<file path="config.mk">
export PLATFORM = sky130hd
export DESIGN_NAME = shr_exec
export DESIGN_NICKNAME = d
export VERILOG_FILES = /design/src/rtl/shr_pkg.sv /design/src/rtl/shr_decode.sv /design/src/rtl/shr_agu.sv /design/src/rtl/shr_alu.sv /design/src/rtl/shr_exec.sv
export SDC_FILE = /design/constraint.sdc
export NUM_CORES = 1
export LEC_CHECK = 0
export BUFFER_PORTS_ARGS = -buffer_cell sky130_fd_sc_hd__buf_2
export CORE_UTILIZATION = 30
export CTS_BUF_LIST = sky130_fd_sc_hd__clkbuf_8 sky130_fd_sc_hd__clkbuf_16
export DETAILED_ROUTE_END_ITERATION = 10
export HOLD_SLACK_MARGIN = 0.12
export PLACE_DENSITY = 0.48
export SYNTH_ARGS = -nofsm -noshare
export SYNTH_HDL_FRONTEND = slang
export SYNTH_HIERARCHICAL = 1
export SYNTH_SLANG_ARGS = --single-unit
</file>
<file path="constraint.sdc">
create_clock -name clk_i -period 2.6 [get_ports clk_i]
set_clock_uncertainty 0.2 [all_clocks]
set_input_delay 0.39 -clock clk_i [delete_from_list [all_inputs] [get_ports clk_i]]
set_output_delay 0.39 -clock clk_i [all_outputs]
set_load 0.05 [all_outputs]
</file>
<file path="src/rtl/shr_pkg.sv">
package shr_pkg;
  localparam int DW = 8;
  localparam int AW = 2 * DW;
  localparam int CW = 3;

  typedef enum logic [2:0] {
    AM_ACC, AM_ZP, AM_ZPX, AM_ABS, AM_ABSX
  } amode_e;

  typedef struct packed {
    logic   valid;
    logic   rot;
    amode_e mode;
  } dec_t;

  function automatic logic [CW-1:0] cycles_of(amode_e m);
    case (m)
      AM_ACC:  return CW'(2);
      AM_ZP:   return CW'(5);
      AM_ZPX:  return CW'(6);
      AM_ABS:  return CW'(6);
      AM_ABSX: return CW'(7);
      default: return CW'(2);
    endcase
  endfunction
endpackage

</file>
<file path="src/rtl/shr_decode.sv">
module shr_decode
  import shr_pkg::*;
(
  input  logic [DW-1:0] opcode_i,
  output dec_t          dec_o
);
  always_comb begin
    dec_o = '{valid: 1'b1, rot: 1'b0, mode: AM_ACC};
    unique case (opcode_i)
      8'h4A: dec_o = '{valid: 1'b1, rot: 1'b0, mode: AM_ACC};
      8'h46: dec_o = '{valid: 1'b1, rot: 1'b0, mode: AM_ZP};
      8'h56: dec_o = '{valid: 1'b1, rot: 1'b0, mode: AM_ZPX};
      8'h4E: dec_o = '{valid: 1'b1, rot: 1'b0, mode: AM_ABS};
      8'h5E: dec_o = '{valid: 1'b1, rot: 1'b0, mode: AM_ABSX};
      8'h6A: dec_o = '{valid: 1'b1, rot: 1'b1, mode: AM_ACC};
      8'h66: dec_o = '{valid: 1'b1, rot: 1'b1, mode: AM_ZP};
      8'h76: dec_o = '{valid: 1'b1, rot: 1'b1, mode: AM_ZPX};
      8'h6E: dec_o = '{valid: 1'b1, rot: 1'b1, mode: AM_ABS};
      8'h7E: dec_o = '{valid: 1'b1, rot: 1'b1, mode: AM_ABSX};
      default: dec_o = '{valid: 1'b0, rot: 1'b0, mode: AM_ACC};
    endcase
  end
endmodule

</file>
<file path="src/rtl/shr_agu.sv">
module shr_agu
  import shr_pkg::*;
(
  input  amode_e        mode_i,
  input  logic [DW-1:0] lo_i,
  input  logic [DW-1:0] hi_i,
  input  logic [DW-1:0] x_i,
  output logic [AW-1:0] ea_o
);
  localparam int PW = AW - DW;

  logic [DW-1:0] zp_sum;
  logic [AW-1:0] abs_base;

  assign zp_sum   = lo_i + x_i;      // wraps inside page zero
  assign abs_base = {hi_i, lo_i};    // little-endian operand pair

  always_comb begin
    unique case (mode_i)
      AM_ZP:   ea_o = {{PW{1'b0}}, lo_i};
      AM_ZPX:  ea_o = {{PW{1'b0}}, zp_sum};
      AM_ABS:  ea_o = abs_base;
      AM_ABSX: ea_o = abs_base + AW'(x_i);
      default: ea_o = '0;
    endcase
  end
endmodule

</file>
<file path="src/rtl/shr_alu.sv">
module shr_alu
  import shr_pkg::*;
(
  input  logic [DW-1:0] src_i,
  input  logic          cin_i,
  input  logic          rot_i,
  output logic [DW-1:0] res_o,
  output logic          c_o,
  output logic          n_o,
  output logic          z_o
);
  logic fill;

  assign fill  = rot_i & cin_i;
  assign res_o = {fill, src_i[DW-1:1]};
  assign c_o   = src_i[0];
  assign n_o   = res_o[DW-1];
  assign z_o   = (res_o == '0);
endmodule

</file>
<file path="src/rtl/shr_exec.sv">
module shr_exec
  import shr_pkg::*;
(
  input  logic          clk_i,
  input  logic          rst_ni,
  input  logic          start_i,
  input  logic [DW-1:0] opcode_i,
  input  logic [DW-1:0] op_lo_i,
  input  logic [DW-1:0] op_hi_i,
  input  logic [DW-1:0] x_i,
  input  logic [DW-1:0] acc_i,
  input  logic          carry_i,
  output logic          busy_o,
  output logic          done_o,
  output logic          illegal_o,
  output logic [DW-1:0] acc_o,
  output logic          acc_we_o,
  output logic          flag_c_o,
  output logic          flag_n_o,
  output logic          flag_z_o,
  output logic          flags_we_o,
  output logic [AW-1:0] mem_addr_o,
  output logic          mem_re_o,
  output logic [DW-1:0] mem_wdata_o,
  output logic          mem_we_o,
  input  logic [DW-1:0] mem_rdata_i
);
  localparam logic [CW-1:0] RD_CYC  = CW'(2);
  localparam logic [CW-1:0] CAP_CYC = CW'(3);

  dec_t          dec;
  logic [AW-1:0] ea;
  logic          accept;

  logic          busy_q, illegal_q, rot_q, mem_q, cin_q;
  logic [CW-1:0] cnt_q, last_q;
  logic [AW-1:0] ea_q;
  logic [DW-1:0] acc_q, data_q;

  logic [DW-1:0] src, res;
  logic          c_new, n_new, z_new;

  shr_decode u_dec (.opcode_i(opcode_i), .dec_o(dec));

  shr_agu u_agu (
    .mode_i(dec.mode), .lo_i(op_lo_i), .hi_i(op_hi_i), .x_i(x_i), .ea_o(ea)
  );

  assign accept = start_i & ~busy_q;

  always_ff @(posedge clk_i or negedge rst_ni) begin
    if (!rst_ni) begin
      busy_q    <= 1'b0;
      illegal_q <= 1'b0;
      rot_q     <= 1'b0;
      mem_q     <= 1'b0;
      cin_q     <= 1'b0;
      cnt_q     <= '0;
      last_q    <= '0;
      ea_q      <= '0;
      acc_q     <= '0;
      data_q    <= '0;
    end else begin
      illegal_q <= accept & ~dec.valid;
      if (accept && dec.valid) begin
        busy_q <= 1'b1;
        cnt_q  <= RD_CYC;
        last_q <= cycles_of(dec.mode);
        rot_q  <= dec.rot;
        mem_q  <= (dec.mode != AM_ACC);
        cin_q  <= carry_i;
        ea_q   <= ea;
        acc_q  <= acc_i;
      end else if (busy_q) begin
        cnt_q <= cnt_q + CW'(1);
        if (done_o) busy_q <= 1'b0;
        if (mem_q && cnt_q == CAP_CYC) data_q <= mem_rdata_i;
      end
    end
  end

  assign src = mem_q ? data_q : acc_q;

  shr_alu u_alu (
    .src_i(src), .cin_i(cin_q), .rot_i(rot_q),
    .res_o(res), .c_o(c_new), .n_o(n_new), .z_o(z_new)
  );

  assign busy_o      = busy_q;
  assign done_o      = busy_q && (cnt_q == last_q);
  assign illegal_o   = illegal_q;
  assign acc_o       = res;
  assign acc_we_o    = done_o & ~mem_q;
  assign flag_c_o    = c_new;
  assign flag_n_o    = n_new;
  assign flag_z_o    = z_new;
  assign flags_we_o  = done_o;
  assign mem_addr_o  = ea_q;
  assign mem_re_o    = busy_q & mem_q & (cnt_q == RD_CYC);
  assign mem_wdata_o = res;
  assign mem_we_o    = done_o & mem_q;
endmodule

</file>
Yosys cells after proc, flatten, opt, wreduce, memory -nomap -nowiden
Cells that the tools add are included.
{"block": "totals", "wordCells": 58, "latchBits": 0, "out_inout_bits": 42, "ff_bits": 43, "mem_bits_ro": 0, "n_memories": 0, "input_bits": 52, "ramBits": 0}
{"block": "classes", "addsub": 3, "order_cmp": 0, "multipliers": 0, "shifts": 0, "n_eq_ne": 17, "div_mod_pow": 0, "n_mux": 9, "bitwise": 11, "n_reduce_logical": 8}
{"op": "== test 8 x 7 -> 1 bit (second input constant)", "count": 10}
{"op": "one-hot mux 16 bit (4 select lines)", "count": 1}
{"op": "one-hot mux 5 bit (10 select lines)", "count": 1}
{"op": "adder 16 x 8 -> 16 bit", "count": 1}
{"op": "== test 3 x 2 -> 1 bit (second input constant)", "count": 4}
{"op": "one-hot mux 3 bit (3 select lines)", "count": 1}
{"op": "adder 8 bit", "count": 1}
{"op": "logical NOT 8 bit", "count": 1}
{"op": "two-way mux 8 bit", "count": 1}
{"op": "AND 1 bit", "count": 7}
{"op": "two-way mux 3 bit", "count": 2}
{"op": "NOT 1 bit", "count": 4}
{"op": "adder 3 x 1 -> 3 bit (second input constant)", "count": 1}
{"op": "== test 3 x 1 -> 1 bit (second input constant)", "count": 1}
{"op": "== test 3 bit", "count": 1}
{"op": "== test 3 bit (second input constant)", "count": 1}
{"op": "logical AND 1 bit", "count": 3}
{"op": "two-way mux 1 bit", "count": 3}
{"op": "AND reduction 3 bit", "count": 1}
{"op": "nonzero test 3 bit", "count": 1}
{"op": "nonzero test 2 bit", "count": 1}
{"op": "OR reduction 2 bit", "count": 1}

Longest topological paths before layout
Gate-level depths: netlist of run 1.
{"block": "depth", "word_depth": 5, "ltp_mapped": 10, "mapped_depth_nobuf": 10}

Modules after synthesis
The synthesis of run 1 kept the hierarchy.
{"mod": "shr_exec", "n_inst": 1, "cells_per_inst": 193, "area_each_um2": 1931.9, "seq_area_each_um2": 1076.0}
{"mod": "shr_agu", "n_inst": 1, "cells_per_inst": 102, "area_each_um2": 700.7, "seq_area_each_um2": 0.0}
{"mod": "shr_alu", "n_inst": 1, "cells_per_inst": 13, "area_each_um2": 97.6, "seq_area_each_um2": 0.0}
{"mod": "shr_decode", "n_inst": 1, "cells_per_inst": 11, "area_each_um2": 70.1, "seq_area_each_um2": 0.0}

Worst setup path before layout of run 1
Ideal clock, no wire load.
{"block": "synth_timing", "kind": "reg-to-output", "from": "register mem_q", "to": "output port flag_z_o", "path_stages_with_launch": 5, "setup_slack_ps": -105, "n_path_buf": 1, "t_arrival_ps": 2115, "required_ps": 2010, "path_cell_list": "dfrtp_1 buf_2 mux2_2 or4_1 nor3_2"}
{"block": "synth_between", "elab_chain_cells": 2}
{"element": "start, declared", "line_no": "shr_exec.sv:35", "rtl": "logic busy_q, illegal_q, rot_q, mem_q, cin_q;"}
{"element": "start signal, assigned", "line_no": "shr_exec.sv:70", "rtl": "mem_q <= (dec.mode != AM_ACC);"}
{"element": "two-way mux 8 bit", "line_no": "shr_exec.sv:82", "rtl": "assign src = mem_q ? data_q : acc_q;"}
{"element": "via src[4]", "line_no": "shr_exec.sv:40", "rtl": "logic [DW-1:0] src, res;"}
{"element": "logical NOT 8 bit", "line_no": "shr_alu.sv:18", "rtl": "assign z_o = (res_o == '0);"}
{"element": "end, declared", "line_no": "shr_exec.sv:20", "rtl": "output logic flag_z_o,"}
The timed path passes the listed nets, and every way through them passes these cells.

Final worst setup path of run 1
{"block": "layout_timing", "from": "register mem_q", "to": "output port flag_z_o"}
{"block": "layout_between", "elab_chain_cells": 2}
{"element": "two-way mux 8 bit", "line_no": "shr_exec.sv:82"}
{"element": "logical NOT 8 bit", "line_no": "shr_alu.sv:18"}
No other way between the ends.

==> out/summary.txt, run 1 <==
Place WS -> 12.9 ps
Critical Path Start -> mem_q
Post-route ant nets -> 0
Min cycle time layout -> 2570 ps
H-tree level count -> 2
DR WL/cell -> 13.1 um
Final hold vios -> 0
Crit path buf inv count -> 2
CP Capture Type -> output port
Seq/Total Area, Yosys -> 0.384
Status -> complete, but fails checks
Arr. time, crit path -> 1980 ps
HP Class -> in -> reg
Crit path largest cell delay -> 490 ps
Most frequent cells in the layout -> 99 x nand2_1, 92 x buf_2, 42 x dfrtp_1
Syn avg cell area -> 8.78 um2
Ant. Diodes -> 0
# Max-Cap Violations -> 0
VDD IR max -> 321 uV
Num rows -> 34
Latest clock arrival within the worst-skew pair -> 300 ps
Chip Height -> 98.6 um
Syn_nets -> 383
Area grow syn2layout -> 29.9%
Grt ovf -> 0
Total track usage -> 0.152
Design Area, Final -> 0.00364 mm2
Worst Hold Launch -> start_i
Root Buffer -> clkbuf_8
Mapped Cells -> 319
Die ar. -> 0.00972 mm2
CTS sink cnt -> 43
Dpl hpwl -> 5070 um
Worst Tran Pin Value -> 591 ps
Largest net degree at the start of global routing -> 44
GPL Wtd Cong -> 0.819
Worst-path clk slew -> 90 ps
Synth async-reset ratio -> 1.00
CP delay by family, top -> simple AND/OR/NAND/NOR gates
Initial Util -> 0.315
TritonCTS Buffers -> 5
Relative slew slack -> 0.606
Synth Cell Area -> 0.00280 mm2
Residual DRC -> 1
Synthesis Warnings -> 6
Pwr Density -> 625 mW/mm2
Required @ worst endpoint -> 2010 ps
Synth top area share -> 0.384
Final number of setup-violating endpoints -> 0
Share of cells above drive strength 1 -> 0.343
Critical Path Fanout Max -> 6
CTS tree -> built
DR iter-0 viols -> 35
CP Depth -> 5
TritonRoute pass-1 iters -> 9
EDFF count, synth -> 0
Failing checks -> design-rule violations
Crit path cell chain -> buf_6 -> mux2_4 -> or3_4 -> nor3_4 -> buf_6
Cell mode on critical path -> buf_6
Worst reg-to-reg path cell count -> 4
Commonest non-fill, non-tap cell in the layout -> nand2_1
Leak Pwr -> 1.91 nW
Placed cell areas -> 0.00332 mm2
I/O pin count -> 94
Slowest-stage cell, CP -> dfrtp_2
Reg2reg end -> data_q[7]
RSZ-0062 raised after global routing -> yes
Vias in the first global route -> 2,471
Worst reg2reg setup slack -> 870 ps
Predominant post-synthesis flop cell -> dfrtp_1
Setup CP Type -> reg -> out
Crit path launch type -> flip-flop
Worst R2R Start -> cnt_q[0]
Input/output buffers -> 93
Fin. max-slew vios -> 0
Core Area -> 0.00889 mm2
Synth top area cells -> dfrtp_1 38%, nand2_1 13%, mux2_2 6.4%
Die Wd -> 98.6 um
Via density per instance -> 4.66
DRT Wirelength -> 6960 um
Nets@finish -> 486
Worst Setup EP -> flag_z_o
Total vias in the final route -> 2,476
Final worst-path setup slack -> 27.0 ps
CTS max path bufs -> 2
Synth unique cells -> 47
Yosys top cell by area -> dfrtp_1
Initial antenna violation count -> 0
Synth Register Bits -> 43
Tcrit/Tclk final -> 0.990
Top achievable clock speed -> 0.389 GHz
Global-route wire length before repair -> 11,800 um
## sequential cells by signal (all words and copies together), names as in the netlist
register    flops
busy_o          1
mem_addr_o     16
cnt_q           3
rot_q           1
acc_q           8
cin_q           1
last_q          3
illegal_o       1
mem_q           1
data_q          8
## per-layer routing
metal  vias to the layer above  routed length (um)  global-route usage
met5                         -                   0                   0
met4                         0                  58              0.0321
met3                         5                 331              0.0326
met2                        66                3200               0.259
met1                      1126                3370               0.197
li1                       1279                   -                   -
## stage by stage
step | TNS [ps] | power [mW] | instances | hold WS (ps) | util
floorplan | 0 | 1.65 | 319 | -106 | -
global placement | 0 | 1.76 | 504 | 251 | 0.373
detailed placement | 0 | 1.78 | 504 | 259 | 0.373
CTS | 0 | 2.31 | 531 | 169 | 0.409
global route | -57.8 | 2.42 | 531 | 180 | 0.409
finish | 0 | 2.27 | 531 | 178 | 0.409
## cells in the mapped netlist (8+ instances only)
master    number
nor2_1         8
inv_1         10
ha_1          11
buf_4         21
a21oi_1        9
nand2_1       99
nand3_1        9
mux2_2        16
dfrtp_1       43
xnor2_1       10
o211ai_1       8
## worst min path at each step
stage | endpoint | slack [ps] | depth (start not counted)
floorplan | acc_q[0] | -110 | 0
global placement | cin_q | 250 | 2
CTS | illegal_o | 170 | 2
detailed placement | mem_addr_o[10] | 260 | 2
global route | illegal_o | 180 | 2
finish | illegal_o | 180 | 2
## report_power, final
group / leakage (nW) / switching [mW] / internal [mW] / total [mW]
clock network: 0.0408 / 0.263 / 0.193 / 0.455
registers: 0.559 / 0.0804 / 0.759 / 0.839
logic: 1.31 / 0.639 / 0.339 / 0.978
## logic make-up after synthesis
kind of cell             Yosys count  synth area share
buffers and inverters             39            0.0880
adder cells (fa/ha/maj)           12            0.0563
multiplexers                      16            0.0643
XOR/XNOR                          11            0.0344
AND/OR/NAND/NOR                  151             0.252
flip-flops                        43             0.384
AO/OA/AOI/OAI                     47             0.121
## timing repair
| action | CTS | global route |
|---|---|---|
| hold buffers | 18 | 0 |
| pin swaps | 2 | 0 |
| setup endpoints to repair | 1 | 1 |
| hold endpoints to repair | 60 | 0 |
| setup buffers | 1 | 0 |
| gates resized for setup | 10 | 1 |
## final cells by class
type	count	area (um2)
Fill cell	924	5250
Multi-Input combinational cell	237	1520
Sequential cell	43	1080
Timing Repair Buffer	125	777
Tap cell	108	135
Clock buffer	5	68.8
Inverter	10	37.5
Clock inverter	3	23.8
Power figures use the tool's default switching activity.
==> inputs of run 2 (changes only) <==
ABC_AREA = 1   (was unset)
PLACE_DENSITY = 0.47   (was 0.48)
SKIP_LAST_GASP = 1   (was unset)
==> out/summary.txt, run 2 <==
Status -> complete, no violations
Num rows -> 37
Dpl hpwl -> 6390 um
Arr. time, crit path -> 1740 ps
Hold_buf cts -> 10
Nets@finish -> 650
Fin. max-slew vios -> 0
Worst reg-to-reg path cell count -> 6
Die ar. -> 0.0112 mm2
Worst reg2reg setup slack -> 1000 ps
Tcrit/Tclk final -> 0.898
Hold Path End -> illegal_o
Predominant post-synthesis flop cell -> dfrtp_1
Synthesis Warnings -> 6
Initial antenna violation count -> 0
RSZ-0062 raised after global routing -> no
CTS sink cnt -> 43
GPL Wtd Cong -> 0.824
Worst Tran Pin Value -> 651 ps
Synth Register Bits -> 43
Core Area -> 0.0104 mm2
Syn avg cell area -> 6.52 um2
Final worst-path setup slack -> 265 ps
Synth unique cells -> 37
Design Area, Final -> 0.00390 mm2
Via density per instance -> 4.40
Max reg flops -> 16
Setup_tns -> 0 ps
Syn_nets -> 559
TritonRoute pass-1 iters -> 4
EDFF count, synth -> 0
Most frequent cells in the layout -> 229 x nand2_1, 93 x buf_2, 59 x inv_1
Relative slew slack -> 0.566
TritonCTS Buffers -> 5
DR WL/cell -> 11.4 um
Worst Hold Launch -> start_i
Top post-synthesis cells by count -> 229 x nand2_1, 58 x inv_1, 43 x dfrtp_1, 27 x nor2_1, 26 x nand3_1
PnR Total Power -> 2.73 mW
# Max-Cap Violations -> 0
Input/output buffers -> 93
Place WS -> 239 ps
Synth top area cells -> dfrtp_1 33%, nand2_1 27%, inv_1 6.7%
CTS max path bufs -> 2
I/O pin count -> 94
Final hold vios -> 0
CTS resizes -> 0
CP Capture Type -> output port
Leak Pwr -> 2.37 nW
Grt ovf -> 0
Worst R2R Start -> busy_o
Worst-path clk slew -> 80 ps
VDD IR max -> 607 uV
Top achievable clock speed -> 0.428 GHz
Required @ worst endpoint -> 2010 ps
HP Class -> in -> reg
Chip Height -> 106 um
Final number of setup-violating endpoints -> 0
Hold Path Depth -> 3
Ant. Diodes -> 0
Reg2reg end -> mem_addr_o[4]
DR iter-0 viols -> 146
Final core occ -> 0.376
Seq/Total Area, Yosys -> 0.333
Global-route wire length before repair -> 13,900 um
Setup CP Type -> reg -> out
Root Buffer -> clkbuf_8
Die Wd -> 106 um
DRT Wirelength -> 8220 um
Residual DRC -> 0
Post-route ant nets -> 0
Largest net degree at the start of global routing -> 30
Synth top area share -> 0.333
Post-CTS setup buffers -> 0
Crit path launch type -> flip-flop
Synth Cell Area -> 0.00323 mm2
Top-count cell post-synth -> nand2_1
Worst hold slack -> 144 ps
Pwr Density -> 698 mW/mm2
Critical Path Fanout Max -> 9
Mapped Cells -> 495
Synth async-reset ratio -> 1.00
Total vias in the final route -> 3,181
Placed Cells -> 705
Latest clock arrival within the worst-skew pair -> 290 ps
Placed cell areas -> 0.00372 mm2
Fin cells -> 723
H-tree level count -> 2
Min cycle time layout -> 2330 ps
Area grow syn2layout -> 20.9%
Initial Util -> 0.311
CTS tree -> built
Commonest non-fill, non-tap cell in the layout -> nand2_1
Share of cells above drive strength 1 -> 0.233
Yosys top cell by area -> dfrtp_1
Vias in the first global route -> 2,957
Total track usage -> 0.154
run 2: worst max path at each step:
stage | endpoint | cells after the start | from | slack, ps
final | flag_z_o | 7 | mem_q | 270
after global routing | flag_z_o | 7 | mem_q | 120
after CTS | flag_z_o | 7 | mem_q | 220
after detailed placement | mem_addr_o[15] | 15 | opcode_i[7] | 240
after global placement | mem_addr_o[15] | 15 | opcode_i[7] | 280
after floorplan | acc_we_o | 2 | busy_o | 450
run 2: routing by layer:
| layer | wire length [um] | part of all wire | GRT usage |
|---|---|---|---|
| met5 | 0 | 0 | 0 |
| met4 | 74 | 0.0090 | 0.0357 |
| met3 | 352 | 0.043 | 0.0223 |
| met2 | 3770 | 0.46 | 0.256 |
| met1 | 4030 | 0.49 | 0.209 |
run 2: layout make-up:
cell class / instances / area [um2]
fill: 1141 / 6470
inverter: 68 / 255
multi-input combinational: 358 / 1700
clock inverter: 3 / 16.3
clock buffer: 5 / 68.8
tap: 136 / 170
timing repair buffer: 110 / 618
sequential: 43 / 1080
run 2: where the power goes:
part / internal (mW) / total [mW] / switching, mW
combinational: 0.371 / 1.36 / 0.994
clock: 0.184 / 0.416 / 0.232
sequential: 0.839 / 0.945 / 0.106
total: 1.39 / 2.73 / 1.33
run 2: kinds of logic after synthesis:
group | share of synthesized area
and+or+nand+nor | 0.414
xor gates and xnor gates | 0.00543
AOI/OAI and AO/OA | 0.0581
DFF | 0.333
buffers and inverters | 0.141
adders and majority gates | 0.0488
run 2: critical path, cell delays in order (launching register included):
cell	delay, ps
dfrtp_1	350
clkinv_1	260
nand2_1	150
nand2_1	90
nor2_1	130
nand3_1	90
nor2_1	110
buf_2	270
==> inputs of run 3 (changes only) <==
--- a/config.mk
+++ b/config.mk
@@ -8,12 +8,11 @@
 export ABC_AREA = 1
 export BUFFER_PORTS_ARGS = -buffer_cell sky130_fd_sc_hd__buf_2
-export CORE_UTILIZATION = 30
+export CORE_UTILIZATION = 52
 export CTS_BUF_LIST = sky130_fd_sc_hd__clkbuf_8 sky130_fd_sc_hd__clkbuf_16
 export DETAILED_ROUTE_END_ITERATION = 10
 export HOLD_SLACK_MARGIN = 0.12
-export PLACE_DENSITY = 0.47
+export PLACE_DENSITY = 0.77
 export SKIP_LAST_GASP = 1
 export SYNTH_ARGS = -nofsm -noshare
 export SYNTH_HDL_FRONTEND = slang
-export SYNTH_HIERARCHICAL = 1
 export SYNTH_SLANG_ARGS = --single-unit
==> constraint.sdc (replaced) <==
create_clock -name clk_i -period 2.6 [get_ports clk_i]
set_clock_uncertainty 0.2 [all_clocks]
set_input_delay 0.52 -clock clk_i [delete_from_list [all_inputs] [get_ports clk_i]]
set_output_delay 0.52 -clock clk_i [all_outputs]
set_load 0.05 [all_outputs]
==> out/summary.txt, run 3 <==
Required @ worst endpoint -> 1880 ps
Top post-synthesis cells by count -> 195 x nand2_1, 43 x dfrtp_1, 33 x nand3_1, 29 x inv_1, 22 x nor2_1
Fin. max-slew vios -> 0
Commonest non-fill, non-tap cell in the layout -> nand2_1
Syn_nets -> 496
Tcrit/Tclk final -> 0.964
Num rows -> 27
TritonRoute pass-1 iters -> 5
Dpl hpwl -> 5220 um
DR WL/cell -> 11.6 um
Core Area -> 0.00557 mm2
Post-route ant nets -> 0
Synth top area share -> 0.355
Crit path cell chain -> buf_4 -> nand2_1 -> nand2_1 -> nor4_2 -> nand4_1 -> nor3_2 -> buf_6
# Max-Cap Violations -> 0
Root Buffer -> clkbuf_8
Predominant post-synthesis flop cell -> dfrtp_1
Synth Register Bits -> 43
Pwr Density -> 749 mW/mm2
Clk pwr share -> 0.153
Crit path launch type -> flip-flop
GPL Wtd Cong -> 0.866
Global-route wire length before repair -> 11,700 um
Switching Power -> 1.29 mW
Chip Height -> 78.4 um
Syn avg cell area -> 7.02 um2
Grt ovf -> 0
Slowest-stage cell, CP -> dfrtp_1
Die Wd -> 78.4 um
Relative slew slack -> 0.636
CTS sink cnt -> 43
Combinational fraction of design power -> 0.500
DR iter-0 viols -> 119
Most frequent cells in the layout -> 195 x nand2_1, 92 x buf_2, 43 x dfrtp_1
DRT Wirelength -> 6880 um
Synth unique cells -> 35
Ant. Diodes -> 0
Final hold vios -> 0
Via density per instance -> 4.99
Seq/Total Area, Yosys -> 0.355
Initial Util -> 0.544
Worst-path clk slew -> 90 ps
Nets@finish -> 583
I/O pin count -> 94
Switching part of the total -> 0.480
Residual DRC -> 0
Cell mode on critical path -> nand2_1
Total track usage -> 0.238
Final number of setup-violating endpoints -> 0
Top-count cell post-synth -> nand2_1
Initial antenna violation count -> 0
Internal power -> 1.40 mW
Leak Pwr -> 2.17 nW
Latest clock arrival within the worst-skew pair -> 290 ps
Synthesis Warnings -> 0
Share of cells above drive strength 1 -> 0.285
Min cycle time layout -> 2510 ps
Vias in the first global route -> 2,704
Max reg flops -> 16
H-tree level count -> 2
Worst Tran Pin Value -> 547 ps
RSZ-0062 raised after global routing -> yes
VDD IR max -> 657 uV
EDFF count, synth -> 0
Mapped Cells -> 432
CTS max path bufs -> 2
Largest net degree at the start of global routing -> 44
Worst hold slack -> 224 ps
Synth top area cells -> dfrtp_1 35%, nand2_1 24%, nand3_1 5.4%
CTS tree -> built
Setup_tns -> 0 ps
Top achievable clock speed -> 0.399 GHz
Sequential share of power -> 0.347
CP Capture Type -> output port
Critical Path Fanout Max -> 11
Synth async-reset ratio -> 1.00
Total vias in the final route -> 2,955
Die ar. -> 0.00614 mm2
Input/output buffers -> 93
Status -> complete, no violations
Yosys top cell by area -> dfrtp_1
Crit path largest cell delay -> 410 ps
HP Class -> in -> reg
TritonCTS Buffers -> 5
Synth Cell Area -> 0.00303 mm2
Arr. time, crit path -> 1790 ps
Area grow syn2layout -> 18.7%
Setup CP Type -> reg -> out
-- run 3: cell count changes after synthesis, moves of 5 or more --
cell,previous run,this run
o21ai_1,6,1
inv_1,58,29
inv_2,9,4
buf_4,20,12
nand2_2,4,16
mux2_2,0,8
o21ai_0,15,7
nand2_1,229,195
nor2_1,27,22
nand3_1,26,33
-- run 3: layout make-up --
cell class	count	area, um2
fill	509	1980
multi-input combinational	335	1680
sequential	43	1080
timing repair buffer	99	519
inverter	35	143
tap	72	90.1
clock buffer	5	68.8
clock inverter	3	16.3
-- run 3: final timing paths --
check                                 endpoint      startpoint  slack, ps  depth (start not counted)
min in group asynchronous            data_q[0]          rst_ni        640                          3
worst min register to register  mem_addr_o[13]  mem_addr_o[13]        280                          2
max in group asynchronous        mem_addr_o[8]          rst_ni       1180                          3
worst max register to register       data_q[2]        cnt_q[0]        770                          4
worst min-delay path                  acc_q[2]        acc_i[2]        220                          3
worst max-delay path                  flag_z_o           mem_q         90                          7
-- run 3: what timing repair did --
item / CTS / global route
endpoints found under the hold margin: 35 / 0
resized for setup: 1 / 3
endpoints found under the setup margin: 1 / 1
buffers inserted: 0 / 2
hold buffers: 1 / 0
-- run 3: cell families (layout without fill, tap and decap cells) --
family                   count (synthesis)  after routing  share of synthesized area
XOR/XNOR                                 9              9                     0.0260
adder cells (fa/ha/maj)                 12             12                     0.0520
AND/OR/NAND/NOR                        292            292                      0.416
flip-flops                              43             43                      0.355
buffers and inverters                   54            142                     0.0957
AO/OA/AOI/OAI                           14             14                     0.0260
multiplexers                             8              8                     0.0297
-- run 3: power groups by stage --
stage	Combinational [mW]	Sequential (mW)	Clock (mW)
2_1_floorplan	1.11	0.962	0
3_3_place_gp	1.29	0.937	0
3_5_place_dp	1.31	0.945	0
4_1_cts	1.32	0.931	0.429
5_1_grt	1.47	0.955	0.457
6_report	1.35	0.934	0.412
-- run 3: through the flow --
stage               power [mW]  cells  instance area [um2]  worst slack (ps)  utilization
floorplan                 2.08    432                 3040              -130            -
global placement          2.23    581                 3470               254        0.623
detailed placement        2.26    581                 3470               214        0.623
CTS                       2.68    590                 3570              22.4        0.640
global route              2.88    592                 3600             -39.6        0.645
finish                    2.69    592                 3600              93.0        0.645
-- run 3: per-layer routing --
layer	vias to the layer above	part of all wire	GRT usage
met5	-	0	0
met4	0	0.0080	0.0704
met3	4	0.047	0.0360
met2	99	0.49	0.413
met1	1329	0.46	0.306
li1	1523	-	-
-- run 3: worst max-delay path: cells and delay by family (launching register included) --
kind	cells	cell delay, ps
buffers and inverters	2	360
flip-flops	1	410
AND/OR/NAND/NOR	5	720
